`config.mk`:
```
export PLATFORM = sky130hd
export DESIGN_NAME = trig_busy_ctrl
export DESIGN_NICKNAME = d
export VERILOG_FILES = /design/src/rtl/trig_busy_pkg.sv /design/src/rtl/tb_sync_bank.sv /design/src/rtl/partner_busy_latch.sv /design/src/rtl/live_latch_core.sv /design/src/rtl/reject_counter.sv /design/src/rtl/trig_busy_ctrl.sv
export SDC_FILE = /design/constraint.sdc
export NUM_CORES = 1
export LEC_CHECK = 0
export BUFFER_PORTS_ARGS = -buffer_cell sky130_fd_sc_hd__clkbuf_2
export CORE_UTILIZATION = 30
export CTS_BUF_LIST = sky130_fd_sc_hd__clkbuf_4 sky130_fd_sc_hd__clkbuf_8
export DETAILED_ROUTE_END_ITERATION = 16
export GPL_TIMING_DRIVEN = 0
export HOLD_SLACK_MARGIN = 0.12
export SLEW_MARGIN = 10
export SYNTH_ARGS = -nofsm -noshare
export SYNTH_HDL_FRONTEND = slang
export SYNTH_SLANG_ARGS = --single-unit
```
`constraint.sdc`:
```
create_clock -name clk -period 2.81 [get_ports clk]
set_clock_uncertainty 0.15 [all_clocks]
set_input_delay 0.281 -clock clk [delete_from_list [all_inputs] [get_ports clk]]
set_output_delay 0.281 -clock clk [all_outputs]
set_load 0.02 [all_outputs]
```
`src/rtl/trig_busy_pkg.sv`:
```
package trig_busy_pkg;

    typedef struct packed {
        logic live;
        logic fall_seen;
        logic busy_or_prev;
        logic trig_prev;
    } core_state_t;

    typedef struct packed {
        logic lat;
        logic eoe_prev;
    } partner_state_t;

endpackage

```
`src/rtl/tb_sync_bank.sv`:
```
module tb_sync_bank #(
    parameter int W      = 1,
    parameter int STAGES = 2
) (
    input  logic         clk,
    input  logic         rst_n,
    input  logic [W-1:0] d_i,
    output logic [W-1:0] q_o
);
    logic [W-1:0] stage_d [STAGES];
    logic [W-1:0] stage_q [STAGES];

    always_comb begin
        stage_d[0] = d_i;
        for (int i = 1; i < STAGES; i++) begin
            stage_d[i] = stage_q[i-1];
        end
    end

    always_ff @(posedge clk or negedge rst_n) begin
        if (!rst_n) begin
            for (int i = 0; i < STAGES; i++) begin
                stage_q[i] <= '0;
            end
        end else begin
            for (int i = 0; i < STAGES; i++) begin
                stage_q[i] <= stage_d[i];
            end
        end
    end

    assign q_o = stage_q[STAGES-1];
endmodule

```
`src/rtl/partner_busy_latch.sv`:
```
module partner_busy_latch
    import trig_busy_pkg::*;
(
    input  logic clk,
    input  logic rst_n,
    input  logic en_i,
    input  logic set_i,
    input  logic eoe_s_i,
    output logic lat_o
);
    partner_state_t st_d, st_q;
    logic           eoe_edge;

    always_comb begin
        st_d         = st_q;
        eoe_edge     = eoe_s_i & ~st_q.eoe_prev;
        st_d.eoe_prev = eoe_s_i;
        st_d.lat     = en_i & (set_i | (st_q.lat & ~eoe_edge));
    end

    always_ff @(posedge clk or negedge rst_n) begin
        if (!rst_n) st_q <= '0;
        else        st_q <= st_d;
    end

    assign lat_o = st_q.lat;


    disabled_clear_chk: assert property (@(posedge clk) disable iff (!rst_n)
        !en_i |=> !lat_o);


    rise_needs_set_chk: assert property (@(posedge clk) disable iff (!rst_n)
        $rose(lat_o) |-> $past(set_i));
endmodule

```
`src/rtl/live_latch_core.sv`:
```
module live_latch_core
    import trig_busy_pkg::*;
(
    input  logic clk,
    input  logic rst_n,
    input  logic trig_s_i,
    input  logic busy_or_i,
    input  logic local_or_i,
    input  logic none_en_i,
    output logic live_o,
    output logic set_o,
    output logic reject_o
);
    core_state_t st_d, st_q;
    logic        trig_edge;
    logic        busy_fall;

    always_comb begin
        st_d             = st_q;
        trig_edge        = trig_s_i & ~st_q.trig_prev;
        busy_fall        = st_q.busy_or_prev & ~busy_or_i;
        set_o            = trig_edge & ~st_q.live & ~busy_or_i;
        reject_o         = trig_edge & ~set_o;
        st_d.trig_prev    = trig_s_i;
        st_d.busy_or_prev = busy_or_i;
        if (set_o) begin
            st_d.live      = 1'b1;
            st_d.fall_seen = 1'b0;
        end else if (st_q.live) begin
            if (busy_fall || none_en_i) st_d.fall_seen = 1'b1;
            if (st_q.fall_seen && !local_or_i && !busy_or_i) begin
                st_d.live      = 1'b0;
                st_d.fall_seen = 1'b0;
            end
        end
    end

    always_ff @(posedge clk or negedge rst_n) begin
        if (!rst_n) st_q <= '0;
        else        st_q <= st_d;
    end

    assign live_o = st_q.live;


    no_set_under_busy_chk: assert property (@(posedge clk) disable iff (!rst_n)
        $rose(live_o) |-> $past(!busy_or_i));


    release_needs_idle_chk: assert property (@(posedge clk) disable iff (!rst_n)
        $fell(live_o) |-> $past(!local_or_i && !busy_or_i));
endmodule

```
`src/rtl/reject_counter.sv`:
```
module reject_counter #(
    parameter int W = 16
) (
    input  logic         clk,
    input  logic         rst_n,
    input  logic         inc_i,
    output logic [W-1:0] cnt_o
);
    logic [W-1:0] cnt_d, cnt_q;

    always_comb begin
        cnt_d = cnt_q;
        if (inc_i && (cnt_q != '1)) cnt_d = cnt_q + 1'b1;
    end

    always_ff @(posedge clk or negedge rst_n) begin
        if (!rst_n) cnt_q <= '0;
        else        cnt_q <= cnt_d;
    end

    assign cnt_o = cnt_q;


    cnt_saturate_chk: assert property (@(posedge clk) disable iff (!rst_n)
        (cnt_q == '1) |=> (cnt_q == '1));


    cnt_hold_chk: assert property (@(posedge clk) disable iff (!rst_n)
        !inc_i |=> $stable(cnt_q));
endmodule

```
`src/rtl/trig_busy_ctrl.sv`:
```
module trig_busy_ctrl #(
    parameter int N_PART      = 4,
    parameter int SYNC_STAGES = 2,
    parameter int REJ_W       = 16
) (
    input  logic              clk,
    input  logic              rst_n,
    input  logic              raw_trig_i,
    input  logic [N_PART-1:0] part_busy_i,
    input  logic [N_PART-1:0] part_eoe_i,
    input  logic [N_PART-1:0] part_en_i,
    output logic              live_trig_o,
    output logic [N_PART-1:0] local_busy_o,
    output logic [REJ_W-1:0]  rej_count_o
);
    logic              trig_s;
    logic [N_PART-1:0] busy_s;
    logic [N_PART-1:0] eoe_s;
    logic              busy_or;
    logic              local_or;
    logic              none_en;
    logic              live_set;
    logic              reject;

    tb_sync_bank #(.W(1), .STAGES(SYNC_STAGES)) u_sync_trig (
        .clk(clk), .rst_n(rst_n), .d_i(raw_trig_i), .q_o(trig_s)
    );
    tb_sync_bank #(.W(N_PART), .STAGES(SYNC_STAGES)) u_sync_busy (
        .clk(clk), .rst_n(rst_n), .d_i(part_busy_i), .q_o(busy_s)
    );
    tb_sync_bank #(.W(N_PART), .STAGES(SYNC_STAGES)) u_sync_eoe (
        .clk(clk), .rst_n(rst_n), .d_i(part_eoe_i), .q_o(eoe_s)
    );

    assign busy_or  = |(busy_s & part_en_i);
    assign local_or = |local_busy_o;
    assign none_en  = ~|part_en_i;

    live_latch_core u_core (
        .clk(clk), .rst_n(rst_n),
        .trig_s_i(trig_s), .busy_or_i(busy_or), .local_or_i(local_or),
        .none_en_i(none_en),
        .live_o(live_trig_o), .set_o(live_set), .reject_o(reject)
    );

    for (genvar p = 0; p < N_PART; p++) begin : g_part
        partner_busy_latch u_lat (
            .clk(clk), .rst_n(rst_n),
            .en_i(part_en_i[p]), .set_i(live_set), .eoe_s_i(eoe_s[p]),
            .lat_o(local_busy_o[p])
        );
    end

    reject_counter #(.W(REJ_W)) u_rej (
        .clk(clk), .rst_n(rst_n), .inc_i(reject), .cnt_o(rej_count_o)
    );


    local_within_live_chk: assert property (@(posedge clk) disable iff (!rst_n)
        (|local_busy_o) |-> live_trig_o);
endmodule

```
After elaboration in Yosys (flattened, before gate mapping)
Index checks and enable logic that the tools add are counted.

Bits in registers: 46. Bits of input ports: 15. Output and inout port bits: 21. Word-level logic and storage cells: 72.

Add/sub/neg operators: 1. Equal/unequal tests: 1. Multiplexer cells: 4. Bitwise logic cells: 34. Reduce and logical (&&, ||, !) cells: 13.

Operators by type and width (count): AND 1 bit (17); adder 16 x 1 -> 16 bit (second input constant) (1); != test 16 bit (second input constant) (1); inverter 1 bit (12); OR reduction 4 bit (3); two-way mux 2 bit (3); AND 4 bit (1); OR 1 bit (4); logical AND 1 bit (3); zero test 1 bit (3); nonzero test 3 bit (1); AND reduction 2 bit (1); nonzero test 2 bit (1); logical OR 1 bit (1); two-way mux 1 bit (1).

Depth between registers and ports, before layout
Gate-level depths: netlist (run 1).

Depth after elaboration: 9. Gate-level depth with buffers: 6. Depth with buffers taken out: 5.

Modules after synthesis
From an unflattened synthesis (run 1), not the netlist that was laid out.

Cell total of the unflattened synthesis: 131. Area total of the unflattened synthesis: 1803.0 um^2.

Modules (own cells, without submodules): reject_counter (instances 1, cells an instance 72, area an instance 859.6 um^2, seq. area each 400.4 um^2); tb_sync_bank at u_sync_busy ... (instances 2, cells an instance 8, area an instance 200.2 um^2, seq. area each 200.2 um^2); partner_busy_latch (instances 4, cells an instance 5, area an instance 71.3 um^2, seq. area each 50.0 um^2); live_latch_core (instances 1, cells an instance 16, area an instance 175.2 um^2, seq. area each 100.1 um^2); tb_sync_bank at u_sync_trig (instances 1, cells an instance 2, area an instance 50.0 um^2, seq. area each 50.0 um^2); trig_busy_ctrl (instances 1, cells an instance 5, area an instance 32.5 um^2, seq. area each 0.0 um^2).

Worst setup path after synthesis (run 1)
OpenSTA, ideal clock, no wires.

Path kind: register to register. From: reg u_rej.cnt_q[0] (netlist: u_rej.cnt_o[0]). To: reg u_rej.cnt_q[4] (netlist: u_rej.cnt_o[4]). Setup time: 0.136 ns. Data arrival time: 1.599 ns. Required time: 2.524 ns. Slack: 0.925 ns. Stages on the path, launching flop included: 7. Buffers on the path: 1. Period minus slack after synthesis: 1.885 ns. Cell sequence: dfrtp_1 > ha_1 > nand3_2 > nor4_4 > buf_6 > nor3_1 > xor2_1.

Cells in the longest elaborated chain, start to end: 2. Elaborated cells between the ends (all ways): 3. Classes of those cells: add/sub: 1; eq/ne: 1; reduce/logical: 1.

Ends and longest elaborated chain: start: declaration (RTL line reject_counter.sv:9) `logic [W-1:0] cnt_d, cnt_q;`; start signal: assignment (RTL line reject_counter.sv:18) `else cnt_q <= cnt_d;`; parallel branches: the longest is 2 deep, another holds adder 16 x 1 -> 16 bit.

Several ways; the timed one is not identified. A chain may end at the register's enable or synchronous reset.

Final worst setup path (run 1)
From: reg u_rej.cnt_q[0] (netlist: u_rej.cnt_o[0]). To: reg u_rej.cnt_q[5] (netlist: u_rej.cnt_o[5]).

Same word-level chain as after synthesis.

==> run metrics, run 1 <==
CTS hold repair buffers 14; Min Clock Period, post-route 1.95 ns; number of synthesized register bits 46; Worst Hold Path EP u_sync_eoe.q_o[2]; Critical Path Start Type flop; Vias per Instance 4.44; mux cell area share after synthesis 0.0207; drt first pass iters 4; # clock sinks 46; worst-path fanout max 10; Min-Delay Path Class flop to flop; M3 GR Usage 0.0320; Mapped Nets 152; RSZ-0062 raised after global routing false; met1 Use GR 0.144; FP Rows 27; critical path data required time 2.84 ns; post-synthesis average cell area 13.3 um2; Synth async-reset ratio 1.00; CTS tree yes; Initial Util 0.319; Synth Cell Area 1810 um2; Root Buffer clkbuf_8; io pins 36; register area share after synthesis 0.635; Final nets roughly 210; # H-tree levels 2; Iter 0 DRT Violations 87; fmax 513 MHz; Final Max Slew Viols 0; initial antenna violation count 0; total number of vias around 1.2k; full die area 6360 um2; R2R Setup Slk between 0.8 and 0.9 ns; top area cells in the synthesized netlist dfrtp_1, xor2_1, buf_4; filler instances 560; status finished clean; vias in the first global route 1164; R2R Path End u_rej.cnt_o[5]; GR Layer Usage met2 0.177; setup total negative slack 0 ns; Remaining DRCs 0; period utilisation layout 0.693; Die Span Y between 70 and 80 um; Post-Synth Simple-Gate Area 0.170; post-synth cell types 34; Post-synth EDFFs 0; critical path class flop to flop; signal arrival time at the worst endpoint 1.98 ns; Mapped Cells 136; VDD IR max 0.275 mV; global-route usage over all layers 0.115; layer with the highest usage met2; post-synth top area share 0.635; Post-CTS Resized 0; Power per Cell Area between 800 and 900 nW/um2; first-pass GRT wire length 5440 um; largest family of logic cells by synthesized area simple AND/OR/NAND/NOR gates; Final Hold Fails 0; worst reg2reg startpoint u_rej.cnt_o[0]; R2R depth 6; ANT nets after route 0; Worst slew margin 0.348; Placed Area 2080 um2; Hold Path Stages 0; Total Wirelength ~3200 um; finished layout cell area 2310 um2; grt ovf 0; Worst-Skew Late Latency approximately 0.30 ns; die width 79.7 um; Max clock buf depth 2; Synth Area in XOR/XNOR 0.0580; post-synthesis compound-gate area fraction 0.0704; P_leak 1.05 nW; GPL Wtd Cong a little over 0.7; Synth area leader dfrtp_1; layout cell share with drive strength beyond 1 0.326; largest net degree at the start of global routing 47; Synthesis Warnings 0; CP Capture Type flop; Routed WL per cell 12.0 um; main flop type after synthesis dfrtp_1; Post-CTS Setup Inserts 0; slew of the pin with the lowest slew margin a little under 1 ns; Hold Startpoint u_sync_eoe.stage_d[2]; final setup vio count 0; core outline area between 5000 and 6000 um2; MaxCap Viol Count 0; Post-Synth Adder-Cell Area 0.00690; synthesis-to-finish area growth 27.6%; input/output buffers 35; clock slew at reported path FFs roughly 0.09 ns; n_diodes 0; total CTS buffers 5
[per-stage QoR]
| stage | instances | total power, W | worst slack (ns) | utilization | hold WS (ns) |
|---|---|---|---|---|---|
| 2_1_floorplan | 136 | 0.00125 | 0.925 | - | -0.165 |
| 3_3_place_gp | 243 | 0.00144 | 0.891 | 0.366 | 0.183 |
| 3_5_place_dp | 243 | 0.00144 | 0.859 | 0.366 | 0.185 |
| 4_1_cts | 265 | 0.00189 | 0.844 | 0.408 | 0.207 |
| 5_1_grt | 265 | 0.00199 | 0.701 | 0.408 | 0.215 |
| 6_report | 265 | 0.00186 | 0.862 | 0.408 | 0.203 |
[flip-flops by register name, indices dropped and copies added (netlist names)]
| signal | count |
|---|---|
| g_part.u_lat.lat_o | 4 |
| g_part.u_lat.st_q | 4 |
| u_core.live_o | 1 |
| u_core.st_q | 3 |
| u_rej.cnt_o | 16 |
| u_sync_busy.q_o | 4 |
| u_sync_busy.stage_d | 4 |
| u_sync_eoe.q_o | 4 |
| u_sync_eoe.stage_d | 4 |
| u_sync_trig.q_o | 1 |
| u_sync_trig.stage_d | 1 |
[cell type report]
| cell class | count | area [um2] | share of cell area |
|---|---|---|---|
| flip-flops and latches | 46 | 1150 | 0.498 |
| clock buffers | 5 | 68.8 | 0.0297 |
| clock inverters | 3 | 26.3 | 0.0114 |
| multi-input cells | 78 | 591 | 0.255 |
| well taps | 72 | 90.1 | 0.0389 |
| plain buffers | 6 | 48.8 | 0.0211 |
| inverters | 6 | 22.5 | 0.00973 |
| repair buffers | 49 | 315 | 0.136 |
[worst max-delay path, stage by stage, from the launching register on]
cell and delay, ns:
dfrtp_1 0.44, ha_1 0.24, nand3_2 0.22, nor4_4 0.35, buf_6 0.21, nor3_1 0.07
xor2_1 0.14
[layout by cell type (no fill, tap or decap), types with 5 or more instances in the layout]
| cell type | count |
|---|---|
| buf_4 | 5 |
| clkbuf_2 | 34 |
| clkbuf_8 | 5 |
| dfrtp_1 | 46 |
| dlygate4sd3_1 | 14 |
| inv_1 | 6 |
| nand2_1 | 9 |
| nand4_1 | 6 |
| nor3_1 | 5 |
| o21ai_0 | 5 |
| xor2_1 | 11 |
[Yosys cell counts (2+ instances only)]
master,n
a22oi_2,2
o21ai_0,5
nand2_1,9
nand4_1,6
nor4_2,3
buf_4,5
nand2b_1,2
nor3_1,5
a31oi_1,3
dfrtp_1,46
nand3_1,3
nor2_1,3
mux2_2,2
and4_1,2
nor4_1,2
inv_1,6
a21boi_0,4
nor4b_2,2
xor2_1,11
[worst max-delay path by stage]
stage	from	end	depth (start not counted)
after detailed placement	u_rej.cnt_o[0]	u_rej.cnt_o[5]	6
after global routing	u_rej.cnt_o[0]	u_rej.cnt_o[7]	6
final	u_rej.cnt_o[0]	u_rej.cnt_o[5]	6
after CTS	u_rej.cnt_o[0]	u_rej.cnt_o[5]	6
after global placement	u_rej.cnt_o[0]	u_rej.cnt_o[7]	6
after floorplan	u_rej.cnt_o[0]	u_rej.cnt_o[4]	6
[routing by layer]
layer | up-vias | routed length [um]
met5 | - | 0
met4 | 0 | 78
met3 | 6 | 119
met2 | 20 | 1480
met1 | 553 | 1500
li1 | 597 | -
[cell families (layout without fill, tap and decap cells)]
group,Yosys count,count (layout)
flip-flops,46,46
AND/OR/NAND/NOR,44,44
multiplexers,3,3
AO/OA/AOI/OAI,18,18
adder cells (fa/ha/maj),1,1
XOR/XNOR,12,12
buffers and inverters,12,69
[where the power goes]
| group | internal, W | switching, W | total [W] |
|---|---|---|---|
| Sequential | 0.000780 | 0.000150 | 0.000930 |
| Combinational | 0.000200 | 0.000311 | 0.000511 |
| Clock | 0.000185 | 0.000239 | 0.000423 |
| Total | 0.00116 | 0.000699 | 0.00186 |
No activity file was read; power rests on OpenSTA's default activity.
==> run 2: changes to the inputs <==
clock period = 1.65 ns   (was 2.81 ns; I/O delays follow)
==> run metrics, run 2 (same netlist as run 1, synthesis figures left out) <==
max FFs per register 16 (unchanged); Comb pwr share 0.354 (+0.080); die width 79.7 um (unchanged); # clock sinks 46 (unchanged); largest net degree at the start of global routing 47 (unchanged); commonest non-fill, non-tap cells in the layout dfrtp_1, clkbuf_2, buf_4; drt first pass iters 4 (unchanged); Die Span Y 79.7 um (unchanged); global-route usage over all layers 0.125 (+0.0104); Min Clock Period, post-route 1.70 ns (-0.249 ns); final worst slack -0.0491 ns (-0.911 ns); final setup vio count 13 (+13); Final Max Slew Viols 0 (unchanged); core outline area 5680 um2 (unchanged); signal arrival time at the worst endpoint 1.73 ns (-0.25 ns); power share of the sequential group 0.440 (-0.059); post-detail-place hpwl around 2200 um; FP Rows 27 (unchanged); Root Buffer clkbuf_8; grt ovf 0 (unchanged); GPL Wtd Cong 0.721 (+1.2%); Placed Area 2110 um2 (+1.6%); CP Capture Type flop; critical path class flop to flop; placed insts 243 (unchanged); # H-tree levels 2 (unchanged); initial antenna violation count 0 (unchanged); Power per Cell Area 1410 nW/um2 (+75%); Iter 0 DRT Violations 31 (-64%); violated checks setup timing; critical path data required time 1.69 ns (-1.15 ns); Crit path largest cell delay 0.44 ns (about the same); finished layout cell area 2520 um2 (+8.8%); clock share of power 0.205 (-0.022); Worst Hold Path EP u_core.st_q[2]; Worst-Skew Late Latency 0.30 ns (about the same); slew of the pin with the lowest slew margin 0.981 ns (+0.00270 ns); R2R depth 5 (-1); CP Cell Sequence nand4_4 -> nor4_4 -> buf_6 -> nor4b_4 -> xor2_1; layout cell share with drive strength beyond 1 0.428 (+0.101); synthesis-to-finish area growth 38.9%; MaxCap Viol Count 0 (unchanged); io pins 36 (unchanged); Max clock buf depth 2 (unchanged); full die area 6360 um2 (unchanged); R2R Setup Slk -0.05 ns (-0.91 ns); total number of vias 1242 (+5.6%); slowest CP cell nor4_4; VDD IR max 0.553 mV (+100%); vias in the first global route 1231 (+5.8%); Worst slew margin 0.346 (-0.00180); status complete, but fails checks; RSZ-0062 raised after global routing true; total CTS buffers 5 (unchanged); period utilisation layout 1.03 (+0.336); Critical Path Start Type flop; Final Power 0.00355 W (+90%); n_diodes 0 (unchanged); WP buf/inv 1 (unchanged); R2R Path End u_rej.cnt_o[11]; fmax 589 MHz (+15%); ANT nets after route 0 (unchanged); Hold Startpoint part_en_i[2]; Total Wirelength 3480 um (+9.4%); worst reg2reg startpoint u_rej.cnt_o[7]; worst-path fanout max 5 (-5); CP top delay family simple AND/OR/NAND/NOR gates; Post-Layout Cell Count 280 (+5.7%); clock slew at reported path FFs 0.09 ns (about the same); Final nets 223 (+7.2%); Initial Util 0.319 (unchanged); Hold Path Stages 4 (+4); Remaining DRCs 0 (unchanged); commonest non-fill, non-tap cell in the layout dfrtp_1; Routed WL per cell 12.4 um (+3.5%); hold slack 0.159 ns (-0.0435 ns); input/output buffers 35 (unchanged); P_leak 1.12 nW (+6.5%); Net Sw Power 0.00132 W (+89%); Vias per Instance 4.44 (about the same); final core utilization 0.444 (+0.0359); Min-Delay Path Class input port to flop; Final Hold Fails 0 (unchanged); first-pass GRT wire length 5920 um (+8.9%); Net Sw Frac 0.373 (-0.00245); CTS tree yes; Pint 0.00222 W (+91%)
run 2: changes by cell type in the layout (fill, tap and decap cells not counted), sizes merged:
cell | before | now
inv | 9 | 8
clkinv | 0 | 1
buf | 7 | 21
dlygate4sd3 | 14 | 15
run 2: power groups by stage:
stage	clock [W]	sequential [W]	combinational (W)
detailed placement	0	0.00165	0.000883
global route	0.000792	0.00160	0.00137
global placement	0	0.00164	0.000876
CTS	0.000759	0.00156	0.00123
finish	0.000728	0.00156	0.00126
floorplan	0	0.00179	0.000415
run 2: worst register-to-register path: cells and delay by family, from the launching register on:
kind | cells | cell delay, ns
and+or+nand+nor | 3 | 0.66
DFF | 1 | 0.42
buffers and inverters | 1 | 0.22
xor gates and xnor gates | 1 | 0.14
run 2: repair_timing:
item,4_1_cts,5_1_grt
hold buffers,15,0
gates cloned,1,0
setup endpoints to repair,13,20
setup buffers,13,0
resized for setup,8,2
pin swaps,7,1
endpoints found under the hold margin,60,0
run 2: per-layer routing:
metal,track usage,share of wire,vias up
met5,0,0,-
met4,0.0589,0.020,0
met3,0.0343,0.031,5
met2,0.195,0.47,23
met1,0.160,0.47,592
li1,-,-,622
run 2: metrics by stage:
step	setup slack, ns	TNS [ns]
6_report	-0.0491	-0.298
4_1_cts	-0.0266	-0.0576
2_1_floorplan	0.00548	0
3_5_place_dp	-0.0488	-0.413
5_1_grt	-0.141	-1.85
3_3_place_gp	-0.0466	-0.332
run 2: cell type report:
| cell class | instances | area [um2] |
|---|---|---|
| Fill cell | 529 | 3160 |
| Sequential cell | 46 | 1160 |
| Multi-Input combinational cell | 78 | 657 |
| Timing Repair Buffer | 64 | 438 |
| Tap cell | 72 | 90.1 |
| Clock buffer | 5 | 68.8 |
| Buffer | 6 | 48.8 |
| Clock inverter | 3 | 28.8 |
| Inverter | 6 | 22.5 |
run 2: how the worst max path moves through the flow:
stage / startpoint / to / slack (ns) / depth (start not counted)
after floorplan: u_rej.cnt_o[4] / u_rej.cnt_o[5] / 0.005 / 5
after global placement: u_rej.cnt_o[2] / u_rej.cnt_o[15] / -0.05 / 4
after detailed placement: u_rej.cnt_o[0] / u_rej.cnt_o[5] / -0.05 / 6
after CTS: u_rej.cnt_o[10] / u_rej.cnt_o[1] / -0.03 / 4
after global routing: u_rej.cnt_o[10] / u_rej.cnt_o[13] / -0.14 / 5
final: u_rej.cnt_o[7] / u_rej.cnt_o[11] / -0.05 / 5
